### src/rtl/sdpm_pkg.sv
package sdpm_pkg;

  localparam int WORD_W    = 32;
  localparam int B_CKEHOLD = 0;
  localparam int B_FREE    = 1;
  localparam int B_SRREQ   = 2;
  localparam int B_CLKOFF  = 5;
  localparam int B_INIT    = 7;
  localparam int B_DPD     = 13;

  localparam logic [WORD_W-1:0] WR_MASK =
      (WORD_W'(1) << B_CKEHOLD) | (WORD_W'(1) << B_FREE) |
      (WORD_W'(1) << B_SRREQ)   | (WORD_W'(1) << B_CLKOFF) |
      (WORD_W'(3) << B_INIT)    | (WORD_W'(1) << B_DPD);

  typedef struct packed {
    logic       dpd;
    logic [1:0] init;
    logic       clk_off;
    logic       sr_req;
    logic       clk_free;
    logic       cke_hold;
  } ctrl_t;

  localparam ctrl_t CTRL_RST = '{dpd: 1'b0, init: 2'b00, clk_off: 1'b0,
                                 sr_req: 1'b1, clk_free: 1'b0, cke_hold: 1'b0};

  typedef enum logic [2:0] {
    SR_RUN, SR_WAIT, SR_CMD, SR_LOW, SR_IN, SR_EXIT
  } sr_state_e;

  function automatic logic [WORD_W-1:0] ctrl_pack(input ctrl_t c);
    logic [WORD_W-1:0] w;
    w = '0;
    w[B_CKEHOLD]      = c.cke_hold;
    w[B_FREE]         = c.clk_free;
    w[B_SRREQ]        = c.sr_req;
    w[B_CLKOFF]       = c.clk_off;
    w[B_INIT+1:B_INIT] = c.init;
    w[B_DPD]          = c.dpd;
    return w;
  endfunction

endpackage

### src/rtl/sdpm_regfile.sv
module sdpm_regfile
  import sdpm_pkg::*;
#(
  parameter int                ADDR_W    = 8,
  parameter logic [ADDR_W-1:0] CTRL_ADDR = 'h20
) (
  input  logic              clk,
  input  logic              rst_n,
  input  logic              bus_wr,
  input  logic [ADDR_W-1:0] bus_addr,
  input  logic [WORD_W-1:0] bus_wdata,
  output logic [WORD_W-1:0] bus_rdata,
  input  logic              eng_ready,
  input  logic              sr_busy,
  output ctrl_t             ctrl,
  output logic              init_valid,
  output logic [1:0]        init_code,
  output logic              init_busy
);

  ctrl_t      ctrl_q, ctrl_d;
  logic       valid_q;
  logic [1:0] code_q;
  logic       hit, cmd_busy, issue;
  logic [1:0] wr_init;
  logic       unused_wdata;

  assign hit      = bus_wr && (bus_addr == CTRL_ADDR);
  assign cmd_busy = valid_q || sr_busy;
  assign wr_init  = bus_wdata[B_INIT+1:B_INIT];
  assign issue    = hit && !cmd_busy && ((wr_init != 2'b00) || (ctrl_q.init != 2'b00));
  assign unused_wdata = ^(bus_wdata & ~WR_MASK);

  always_comb begin
    ctrl_d = ctrl_q;
    if (hit) begin
      ctrl_d.cke_hold = bus_wdata[B_CKEHOLD];
      ctrl_d.clk_free = bus_wdata[B_FREE];
      ctrl_d.sr_req   = bus_wdata[B_SRREQ];
      ctrl_d.clk_off  = bus_wdata[B_CLKOFF];
      ctrl_d.dpd      = bus_wdata[B_DPD];
      if (!cmd_busy) ctrl_d.init = wr_init;
    end
  end

  always_ff @(posedge clk) begin
    if (!rst_n) begin
      ctrl_q  <= CTRL_RST;
      valid_q <= 1'b0;
      code_q  <= 2'b00;
    end else begin
      ctrl_q <= ctrl_d;
      if (valid_q && eng_ready) begin
        valid_q <= 1'b0;
      end else if (issue) begin
        valid_q <= 1'b1;
        code_q  <= wr_init;
      end
    end
  end

  assign bus_rdata  = (bus_addr == CTRL_ADDR) ? ctrl_pack(ctrl_q) : '0;
  assign ctrl       = ctrl_q;
  assign init_valid = valid_q;
  assign init_code  = code_q;
  assign init_busy  = valid_q || issue;

endmodule

### src/rtl/sdpm_sr_fsm.sv
module sdpm_sr_fsm
  import sdpm_pkg::*;
(
  input  logic clk,
  input  logic rst_n,
  input  logic sr_req,
  input  logic xact_pend,
  input  logic init_busy,
  input  logic eng_ready,
  output logic sr_cmd_valid,
  output logic sr_ack,
  output logic cke_force_low,
  output logic cke_force_high
);

  sr_state_e st_q, st_d;

  always_comb begin
    st_d = st_q;
    unique case (st_q)
      SR_RUN:  if (sr_req) st_d = SR_WAIT;
      SR_WAIT: begin
        if (!sr_req)                       st_d = SR_RUN;
        else if (!xact_pend && !init_busy) st_d = SR_CMD;
      end
      SR_CMD:  if (eng_ready) st_d = SR_LOW;
      SR_LOW:  st_d = SR_IN;
      SR_IN:   if (!sr_req) st_d = SR_EXIT;
      SR_EXIT: if (eng_ready) st_d = SR_RUN;
      default: st_d = SR_RUN;
    endcase
  end

  always_ff @(posedge clk) begin
    if (!rst_n) st_q <= SR_RUN;
    else        st_q <= st_d;
  end

  assign sr_cmd_valid   = (st_q == SR_CMD);
  assign sr_ack         = (st_q == SR_IN) || (st_q == SR_EXIT);
  assign cke_force_low  = (st_q == SR_LOW) || (st_q == SR_IN);
  assign cke_force_high = (st_q == SR_EXIT);

endmodule

### src/rtl/sdpm_clk_cke.sv
module sdpm_clk_cke #(
  parameter int NUM_DEV = 2
) (
  input  logic               clk,
  input  logic               rst_n,
  input  logic               cke_hold,
  input  logic               clk_free,
  input  logic               clk_off,
  input  logic [NUM_DEV-1:0] dev_idle,
  input  logic               xact_pend,
  input  logic               cke_force_low,
  input  logic               cke_force_high,
  output logic [NUM_DEV-1:0] cke,
  output logic               clk_gate_en
);

  logic off_eff_q;
  logic gate_q;
  logic all_idle;
  logic idle_stop;
  logic want_run;

  assign all_idle  = &dev_idle;
  assign idle_stop = (all_idle && !xact_pend) || cke_force_low;
  assign want_run  = !off_eff_q && (clk_free || !idle_stop);

  always_ff @(posedge clk) begin
    if (!rst_n) begin
      off_eff_q <= 1'b0;
      gate_q    <= 1'b0;
    end else begin
      if (!xact_pend) off_eff_q <= clk_off;
      gate_q <= want_run;
    end
  end

  assign clk_gate_en = gate_q;

  for (genvar i = 0; i < NUM_DEV; i++) begin : g_cke
    always_comb begin
      if (cke_force_low)       cke[i] = 1'b0;
      else if (cke_force_high) cke[i] = 1'b1;
      else                     cke[i] = cke_hold || !dev_idle[i];
    end
  end

endmodule

### src/rtl/sdram_pwr_ctrl.sv
module sdram_pwr_ctrl
  import sdpm_pkg::*;
#(
  parameter int                NUM_DEV   = 2,
  parameter int                ADDR_W    = 8,
  parameter logic [ADDR_W-1:0] CTRL_ADDR = 'h20
) (
  input  logic               clk,
  input  logic               rst_n,
  input  logic               bus_wr,
  input  logic [ADDR_W-1:0]  bus_addr,
  input  logic [31:0]        bus_wdata,
  output logic [31:0]        bus_rdata,
  input  logic [NUM_DEV-1:0] dev_idle,
  input  logic               xact_pend,
  input  logic               eng_ready,
  output logic               init_valid,
  output logic [1:0]         init_code,
  output logic               sr_cmd_valid,
  output logic               sr_ack,
  output logic               dpd_req,
  output logic [NUM_DEV-1:0] cke,
  output logic               clk_gate_en
);

  ctrl_t ctrl;
  logic  init_busy;
  logic  force_low, force_high;

  sdpm_regfile #(.ADDR_W(ADDR_W), .CTRL_ADDR(CTRL_ADDR)) u_regs (
    .clk        (clk),
    .rst_n      (rst_n),
    .bus_wr     (bus_wr),
    .bus_addr   (bus_addr),
    .bus_wdata  (bus_wdata),
    .bus_rdata  (bus_rdata),
    .eng_ready  (eng_ready),
    .sr_busy    (sr_cmd_valid),
    .ctrl       (ctrl),
    .init_valid (init_valid),
    .init_code  (init_code),
    .init_busy  (init_busy)
  );

  sdpm_sr_fsm u_sr (
    .clk            (clk),
    .rst_n          (rst_n),
    .sr_req         (ctrl.sr_req),
    .xact_pend      (xact_pend),
    .init_busy      (init_busy),
    .eng_ready      (eng_ready),
    .sr_cmd_valid   (sr_cmd_valid),
    .sr_ack         (sr_ack),
    .cke_force_low  (force_low),
    .cke_force_high (force_high)
  );

  sdpm_clk_cke #(.NUM_DEV(NUM_DEV)) u_clk (
    .clk            (clk),
    .rst_n          (rst_n),
    .cke_hold       (ctrl.cke_hold),
    .clk_free       (ctrl.clk_free),
    .clk_off        (ctrl.clk_off),
    .dev_idle       (dev_idle),
    .xact_pend      (xact_pend),
    .cke_force_low  (force_low),
    .cke_force_high (force_high),
    .cke            (cke),
    .clk_gate_en    (clk_gate_en)
  );

  assign dpd_req = ctrl.dpd;

endmodule

### config.mk
export PLATFORM = sky130hd
export DESIGN_NAME = sdram_pwr_ctrl
export DESIGN_NICKNAME = d
export VERILOG_FILES = /design/src/rtl/sdpm_pkg.sv /design/src/rtl/sdpm_regfile.sv /design/src/rtl/sdpm_sr_fsm.sv /design/src/rtl/sdpm_clk_cke.sv /design/src/rtl/sdram_pwr_ctrl.sv
export SDC_FILE = /design/constraint.sdc
export NUM_CORES = 1
export LEC_CHECK = 0
export BUFFER_PORTS_ARGS = -buffer_cell sky130_fd_sc_hd__buf_2
export CORE_AREA = 2 2 58 60
export DETAILED_ROUTE_END_ITERATION = 12
export DIE_AREA = 0 0 60 62
export GPL_TIMING_DRIVEN = 0
export PLACE_DENSITY = 0.82
export RECOVER_POWER = 25
export SKIP_CTS_REPAIR_TIMING = 1
export SKIP_LAST_GASP = 1
export SLEW_MARGIN = 25
export SYNTH_ARGS = -nofsm -noshare
export SYNTH_HDL_FRONTEND = slang
export SYNTH_HIERARCHICAL = 1
export SYNTH_SLANG_ARGS = --single-unit
export TNS_END_PERCENT = 5
### constraint.sdc
create_clock -name clk -period 2 [get_ports clk]
set_input_delay 0.4 -clock clk [delete_from_list [all_inputs] [get_ports clk]]
set_output_delay 0.4 -clock clk [all_outputs]
set_load 0.05 [all_outputs]
==> results of run 1 <==
==> routing by layer <==
| layer | routed length, µm | vias to the layer above |
|---|---|---|
| met5 | 0 | - |
| met3 | 161 | 2 |
| met1 | 919 | 391 |
| li1 | - | 485 |
| met4 | 10 | 0 |
| met2 | 1070 | 34 |
==> tightest hold or removal path, delay by kind of cell <==
family | cells | cell delay, ns
buffers and inverters | 1 | 0.10
muxes | 1 | 0.05
and+or+nand+nor | 1 | 0.04
==> worst max path at each step <==
| stage | startpoint | end | slack [ns] | cells past startpoint |
|---|---|---|---|---|
| CTS | u_sr/st_q[2] | cke[0] | 0.06 | 6 |
| detailed placement | bus_addr[1] | u_sr/st_q[0] | 0.03 | 8 |
| global placement | bus_addr[1] | bus_rdata[2] | 0.05 | 4 |
| global route | bus_addr[1] | bus_rdata[7] | -0.01 | 4 |
| floorplan | u_sr/st_q[2] | cke[0] | -0.21 | 5 |
| finish | u_sr/st_q[2] | cke[1] | 0.08 | 6 |
==> synthesized netlist by cell type (2+ instances only) <==
library cell  count  area, µm²
buf_4            25        188
nor2b_1           3       18.8
nand2_1          17       63.8
inv_1             2       7.51
mux2i_1          10        100
o21ai_1           2       10.0
nor2_1            3       11.3
nor3b_1           2       15.0
nand2b_1          2       12.5
a21oi_1           3       15.0
buf_6             2       22.5
clkbuf_1          2       7.51
and3_1            7       43.8
dfxtp_1          15        300
==> per-stage QoR <==
step           worst slack [ns]  cell area [µm²]  std cells  total power, W  hold slack (ns)
2_1_floorplan            -0.213             1150        142        0.000555            0.413
3_3_place_gp             0.0469             1390        225        0.000598            0.427
3_5_place_dp             0.0307             1390        225        0.000600            0.433
4_1_cts                  0.0554             1420        229        0.000776            0.340
5_1_grt                -0.00979             1440        232        0.000812            0.358
6_report                 0.0849             1440        232        0.000771            0.355
==> layout make-up <==
class	instances	area share [%]
Buffer	29	15.1
Clock buffer	4	1.82
Timing Repair Buffer	40	14.6
Sequential cell	15	20.9
Multi-Input combinational cell	96	43.1
Inverter	2	0.521
Tap cell	46	4.00
==> power groups by stage <==
stage | Combinational, W | Clock, W | Sequential (W)
finish | 0.000286 | 0.000172 | 0.000312
global route | 0.000306 | 0.000193 | 0.000314
CTS | 0.000281 | 0.000183 | 0.000312
detailed placement | 0.000281 | 0 | 0.000320
global placement | 0.000278 | 0 | 0.000319
floorplan | 0.000229 | 0 | 0.000326
==> logic make-up after synthesis <==
logic type | count (synthesis)
mux | 10
other cells | 1
flops | 15
simple gates | 50
buf+inv | 31
compound gates | 10
xor+xnor | 1
==> flip-flops by register name, indices dropped and copies added, names as in the netlist <==
register           count
u_regs/init_valid      1
u_regs/ctrl            7
u_clk/off_eff_q        1
u_regs/init_code       2
u_clk/clk_gate_en      1
u_sr/st_q              3
==> results.py, run 1 <==
metrics = {
    "clock_tree": {
        "cts_buffers": 3,
        "path_clk_slew_ns": 0.08,
        "h-tree-depth": 1,
        "clk_latency_ns": 0.28,
        "ctsLongestPathBuffers": 2,
        "clock-sinks": 15,
        "cts_tree": "yes",
        "clockRootBuffer": "clkbuf_4",
    },
    "route": {
        "vias": 912,
        "final_antenna_net_count": 0,
        "drc": 0,
        "dr.pass1.iters": 4,
        "drt_iter0_markers": 14,
        "via_per_inst": 3.93,
        "wl_per_cell_um": 9.31,
        "routed_wl_mm": 2.16,
    },
    "grt": {
        "grt_pass1_wl_mm": 3.20,
        "met3_usage_pct": 1.86,
        "grt_pass1_vias": 775,
        "grt-busiest-layer": "met2",
        "grt_util_met1_pct": 14.3,
        "grt_max_degree": 11,
        "overflow": 0,
        "grt_use_met2_pct": 20.0,
        "track_usage_pct": 11.6,
        "antenna_found_initial": 0,
    },
    "placed_design": {
        "hpwl_mm": 1.76,
        "place_congestion": 0.750,
        "numPortBuffers": 37,
    },
    "synth": {
        "ys_ff_latch": 15,
        "syn_inst": 118,
        "ys.flop_type": "dfxtp_1",
        "syn-cell-area_um2": 1050,
        "avgSynthCellArea_um2": 8.91,
        "synthSimpleGateAreaFrac_pct": 33.1,
        "synth_top_family_by_area": "simple AND/OR/NAND/NOR gates",
        "synth_adder_area_share_pct": 0,
        "synth_edf_count": 0,
        "synth_compound_area_share_pct": 6.19,
        "async_reset_ff_share_pct": 0,
        "yosysWarnings": 6,
        "ys_seq_area_share_pct": 28.6,
        "synthMuxAreaShare_pct": 9.52,
        "ys_types": 37,
        "synth_xor_area_share_pct": 0.833,
    },
    "pwr": {
        "combPwrFrac_pct": 37.2,
        "intPower_w": 0.000475,
        "ir_drop_mv": 0.198,
        "p_sw_share_pct": 38.3,
        "power.density_nw_per_um2": 535,
        "p_seq_share_pct": 40.6,
        "p_switching_w": 0.000295,
        "p_leak_nw": 0.810,
        "pwr-share-clk_pct": 22.3,
    },
    "layout": {
        "seqCellArea_um2": 300,
        "fin_nets": 234,
        "final_cell_mix": "buf_2, buf_4, conb_1, nand2_1, dfxtp_1",
        "num_antenna_cells": 0,
        "post-route-util_pct": 45.3,
        "drive_above_1_share_pct": 43.0,
        "multiInputGateArea_um2": 621,
        "mostFrequentLayoutCell": "buf_2",
        "n_fill_cell": 338,
        "area_growth_pct": 37.0,
    },
    "critical_path": {
        "r2r_start": "u_sr/st_q[1]",
        "worstPathArrival_ns": 1.52,
        "reg2reg_setup_slack_ns": 0.24,
        "r2r_end": "u_sr/st_q[0]",
        "crit_buf_inv": 2,
        "cp_cell_sequence": "buf_6 -> nor2b_4 -> and2_4 -> nor2_1 -> a21oi_1 -> clkbuf_4",
        "path_class": "reg2out",
        "cp_slowest_stage_delay_ns": 0.33,
        "crit_required_ns": 1.60,
        "end_kind": "primary output",
        "crit_path_start_kind": "flip-flop",
        "worstPathMaxFanout": 8,
        "slowest_stage": "dfxtp_1",
        "cpLargestDelayFamily": "buffers and inverters",
        "rr_worst_depth": 9,
    },
    "min_path": {
        "hold_start": "bus_wdata[13]",
        "holdPathEnd": "u_regs/ctrl[6]",
        "hp-class": "in2reg",
        "worstHoldPathCells": 3,
    },
    "sta": {
        "worstMarginPinSlew_ns": 0.593,
        "finalSetupTns_ns": 0,
        "min_period_ns": 1.92,
        "slew_violations": 0,
        "hold_viol": 0,
        "slew_headroom_pct": 60.6,
        "finalCritPeriodShare_pct": 95.8,
        "setup_viol": 0,
        "fmax_mhz": 522,
        "rsz0062_at_grt": "yes",
        "skew_ns": 0.00411,
    },
    "die": {
        "die_w_um": 60,
        "dieHeight_um": 62,
        "dieArea_um2": 3720,
        "num_io_pins": 88,
        "start_util_pct": 33.1,
        "core_area_um2": 3180,
        "row_count": 21,
    },
    "run_status": {
        "status": "completed",
    },
    "job": {
        "max_cap_viol_count": 0,
    },
}
No activity file was read; power rests on OpenSTA's default activity.
==> inputs of run 2 (changes only) <==
--- a/config.mk
+++ b/config.mk
@@ -6,17 +6,16 @@
 export NUM_CORES = 1
 export LEC_CHECK = 0
 export BUFFER_PORTS_ARGS = -buffer_cell sky130_fd_sc_hd__buf_2
-export CORE_AREA = 2 2 58 60
+export CORE_AREA = 2 2 57 59
 export DETAILED_ROUTE_END_ITERATION = 12
-export DIE_AREA = 0 0 60 62
+export DIE_AREA = 0 0 59 61
 export GPL_TIMING_DRIVEN = 0
-export PLACE_DENSITY = 0.82
+export MAX_ROUTING_LAYER = met4
+export PLACE_DENSITY = 0.83
 export RECOVER_POWER = 25
-export SKIP_CTS_REPAIR_TIMING = 1
 export SKIP_LAST_GASP = 1
 export SLEW_MARGIN = 25
 export SYNTH_ARGS = -nofsm -noshare
 export SYNTH_HDL_FRONTEND = slang
-export SYNTH_HIERARCHICAL = 1
 export SYNTH_SLANG_ARGS = --single-unit
 export TNS_END_PERCENT = 5
==> results.py, run 2 <==
metrics = {
    "clock_tree": {
        "h-tree-depth": 1,
        "ctsLongestPathBuffers": 2,
        "path_clk_slew_ns": 0.09,
        "cts_buffers": 3,
        "clock-sinks": 15,
        "clockRootBuffer": "clkbuf_4",
        "clk_latency_ns": 0.28,
        "cts_hold_buf": 0,
        "cts_tree": "yes",
    },
    "synth": {
        "synth_edf_count": 0,
        "synthTopCellsByCount": "buf_4, dfxtp_1, and3_2, nor2b_1",
        "yosysMostFrequentCell": "buf_4",
        "synthTopCellsByArea": "dfxtp_1, buf_4, mux2i_1",
        "ys.flop_type": "dfxtp_1",
        "syn_inst": 113,
        "yosysWarnings": 0,
        "ys_types": 32,
        "avgSynthCellArea_um2": 8.88,
        "synth_area_leader_cell": "dfxtp_1",
        "syn-cell-area_um2": 1000,
        "ys_seq_area_share_pct": 29.9,
        "synth_top_area_share_pct": 29.9,
        "async_reset_ff_share_pct": 0,
        "ys_ff_latch": 15,
    },
    "critical_path": {
        "r2r_end": "u_sr.st_q[0]",
        "path_class": "reg2out",
        "setup.worst_path.start": "u_sr.st_q[1]",
        "worstPathMaxFanout": 7,
        "rr_worst_depth": 4,
        "reg2reg_setup_slack_ns": 0.65,
        "crit_path_start_kind": "flip-flop",
        "crit_required_ns": 1.60,
        "r2r_start": "u_regs.init_valid",
        "end_kind": "primary output",
        "worstPathArrival_ns": 1.50,
    },
    "layout": {
        "largest_reg_flops": 7,
        "fin_nets": 230,
        "num_antenna_cells": 0,
        "mostFrequentLayoutCell": "buf_2",
        "drive_above_1_share_pct": 44.0,
        "n_fill_cell": 298,
        "final_cell_mix": "buf_2, buf_4, conb_1, dfxtp_1",
        "area_growth_pct": 36.2,
        "fin_area_um2": 1370,
        "final_cells": 215,
    },
    "die": {
        "row_count": 20,
        "core_area_um2": 2950,
        "dieArea_um2": 3600,
        "num_io_pins": 88,
        "dieHeight_um": 61,
        "start_util_pct": 34.0,
        "die_w_um": 59,
    },
    "min_path": {
        "holdPathEnd": "u_regs.ctrl[1]",
        "worstHoldPathCells": 3,
        "hp-class": "in2reg",
        "hold_start": "bus_wdata[1]",
    },
    "sta": {
        "skew_ns": 0.00186,
        "worstMarginPinSlew_ns": 0.592,
        "finalCritPeriodShare_pct": 95.2,
        "rsz0062_at_grt": "yes",
        "setup_viol": 0,
        "slew_headroom_pct": 60.7,
        "hold_viol": 0,
        "min_period_ns": 1.90,
        "fmax_mhz": 525,
        "slew_violations": 0,
        "finalSetupTns_ns": 0,
        "hold_slack_ns": 0.366,
    },
    "placed_design": {
        "place_inst": 207,
        "place_congestion": 0.731,
        "hpwl_mm": 1.78,
        "numPortBuffers": 37,
        "placedInstanceArea_um2": 1330,
    },
    "pwr": {
        "total_power_w": 0.000764,
        "ir_drop_mv": 0.420,
        "p_leak_nw": 0.762,
        "power.density_nw_per_um2": 559,
    },
    "route": {
        "vias": 940,
        "final_antenna_net_count": 0,
        "via_per_inst": 4.37,
        "wl_per_cell_um": 10.1,
        "drt_iter0_markers": 20,
        "routed_wl_mm": 2.17,
        "dr.pass1.iters": 4,
        "drc": 0,
    },
    "grt": {
        "grt_pass1_vias": 769,
        "track_usage_pct": 12.5,
        "grt_pass1_wl_mm": 3.35,
        "antenna_found_initial": 0,
        "grt_max_degree": 11,
        "overflow": 0,
    },
    "run_status": {
        "status": "completed",
    },
    "job": {
        "max_cap_viol_count": 0,
    },
}
==> run 2: cell count changes after synthesis, moves of 2 or more <==
cell	delta
nor2_1	+3
and3_1	-7
and3_2	+8
o21ai_0	+4
nand2_1	-11
buf_6	-2
a211oi_1	+2
nand4_1	+2
mux2i_1	-4
nor2b_1	+5
==> run 2: final cells by class <==
type / count / area [µm²] / share of cell area [%]
Buffer: 27 / 196 / 14.4
Sequential cell: 15 / 300 / 22.0
Multi-Input combinational cell: 93 / 582 / 42.6
Timing Repair Buffer: 41 / 213 / 15.6
Clock buffer: 4 / 26.3 / 1.92
Tap cell: 33 / 41.3 / 3.02
Inverter: 2 / 7.51 / 0.549
==> run 2: timing repair <==
item | CTS | global route
setup buffers | 0 | 4
gates resized for setup | 0 | 0
setup endpoints to repair | 0 | 8
==> run 2: layer usage <==
layer | global-route usage [%] | wire length, µm
met1 | 15.1 | 894
met2 | 21.4 | 1110
met3 | 4.05 | 171
met4 | 0.974 | 0
met5 | - | 0
==> run 2: worst max path at each step <==
stage                     slack (ns)           end  cells past startpoint
after global placement          0.07  bus_rdata[1]                      4
after global routing           -0.03        cke[1]                      4
final                            0.1  sr_cmd_valid                      2
after floorplan                -0.21        cke[0]                      4
after CTS                       0.05  bus_rdata[1]                      4
after detailed placement        0.05  bus_rdata[1]                      4
==> run 2: power breakdown <==
group | switching (W) | internal [W] | total (W)
registers | 0.00000595 | 0.000306 | 0.000312
logic | 0.000190 | 0.0000842 | 0.000275
clock network | 0.000100 | 0.0000775 | 0.000178
==> run 2: logic make-up (layout without fill, tap and decap cells) <==
| logic type | after synthesis | after routing | share of synthesized area (%) |
|---|---|---|---|
| other | 1 | 25 | 0.374 |
| buffers and inverters | 29 | 74 | 20.3 |
| flip-flops | 15 | 15 | 29.9 |
| AO/OA/AOI/OAI | 18 | 18 | 11.7 |
| AND/OR/NAND/NOR | 44 | 44 | 31.7 |
| multiplexers | 6 | 6 | 5.99 |
==> run 2: per-stage QoR <==
stage          util (%)  setup slack, ns
2_1_floorplan         -           -0.207
3_3_place_gp       44.9           0.0734
3_5_place_dp       44.9           0.0493
4_1_cts            45.8           0.0493
5_1_grt            46.3          -0.0308
6_report           46.3           0.0960
==> run 2: worst max-delay path, stage by stage, from the launching register on <==
cell     delay, ns
dfxtp_1       0.44
nor3b_2       0.43
buf_2         0.35
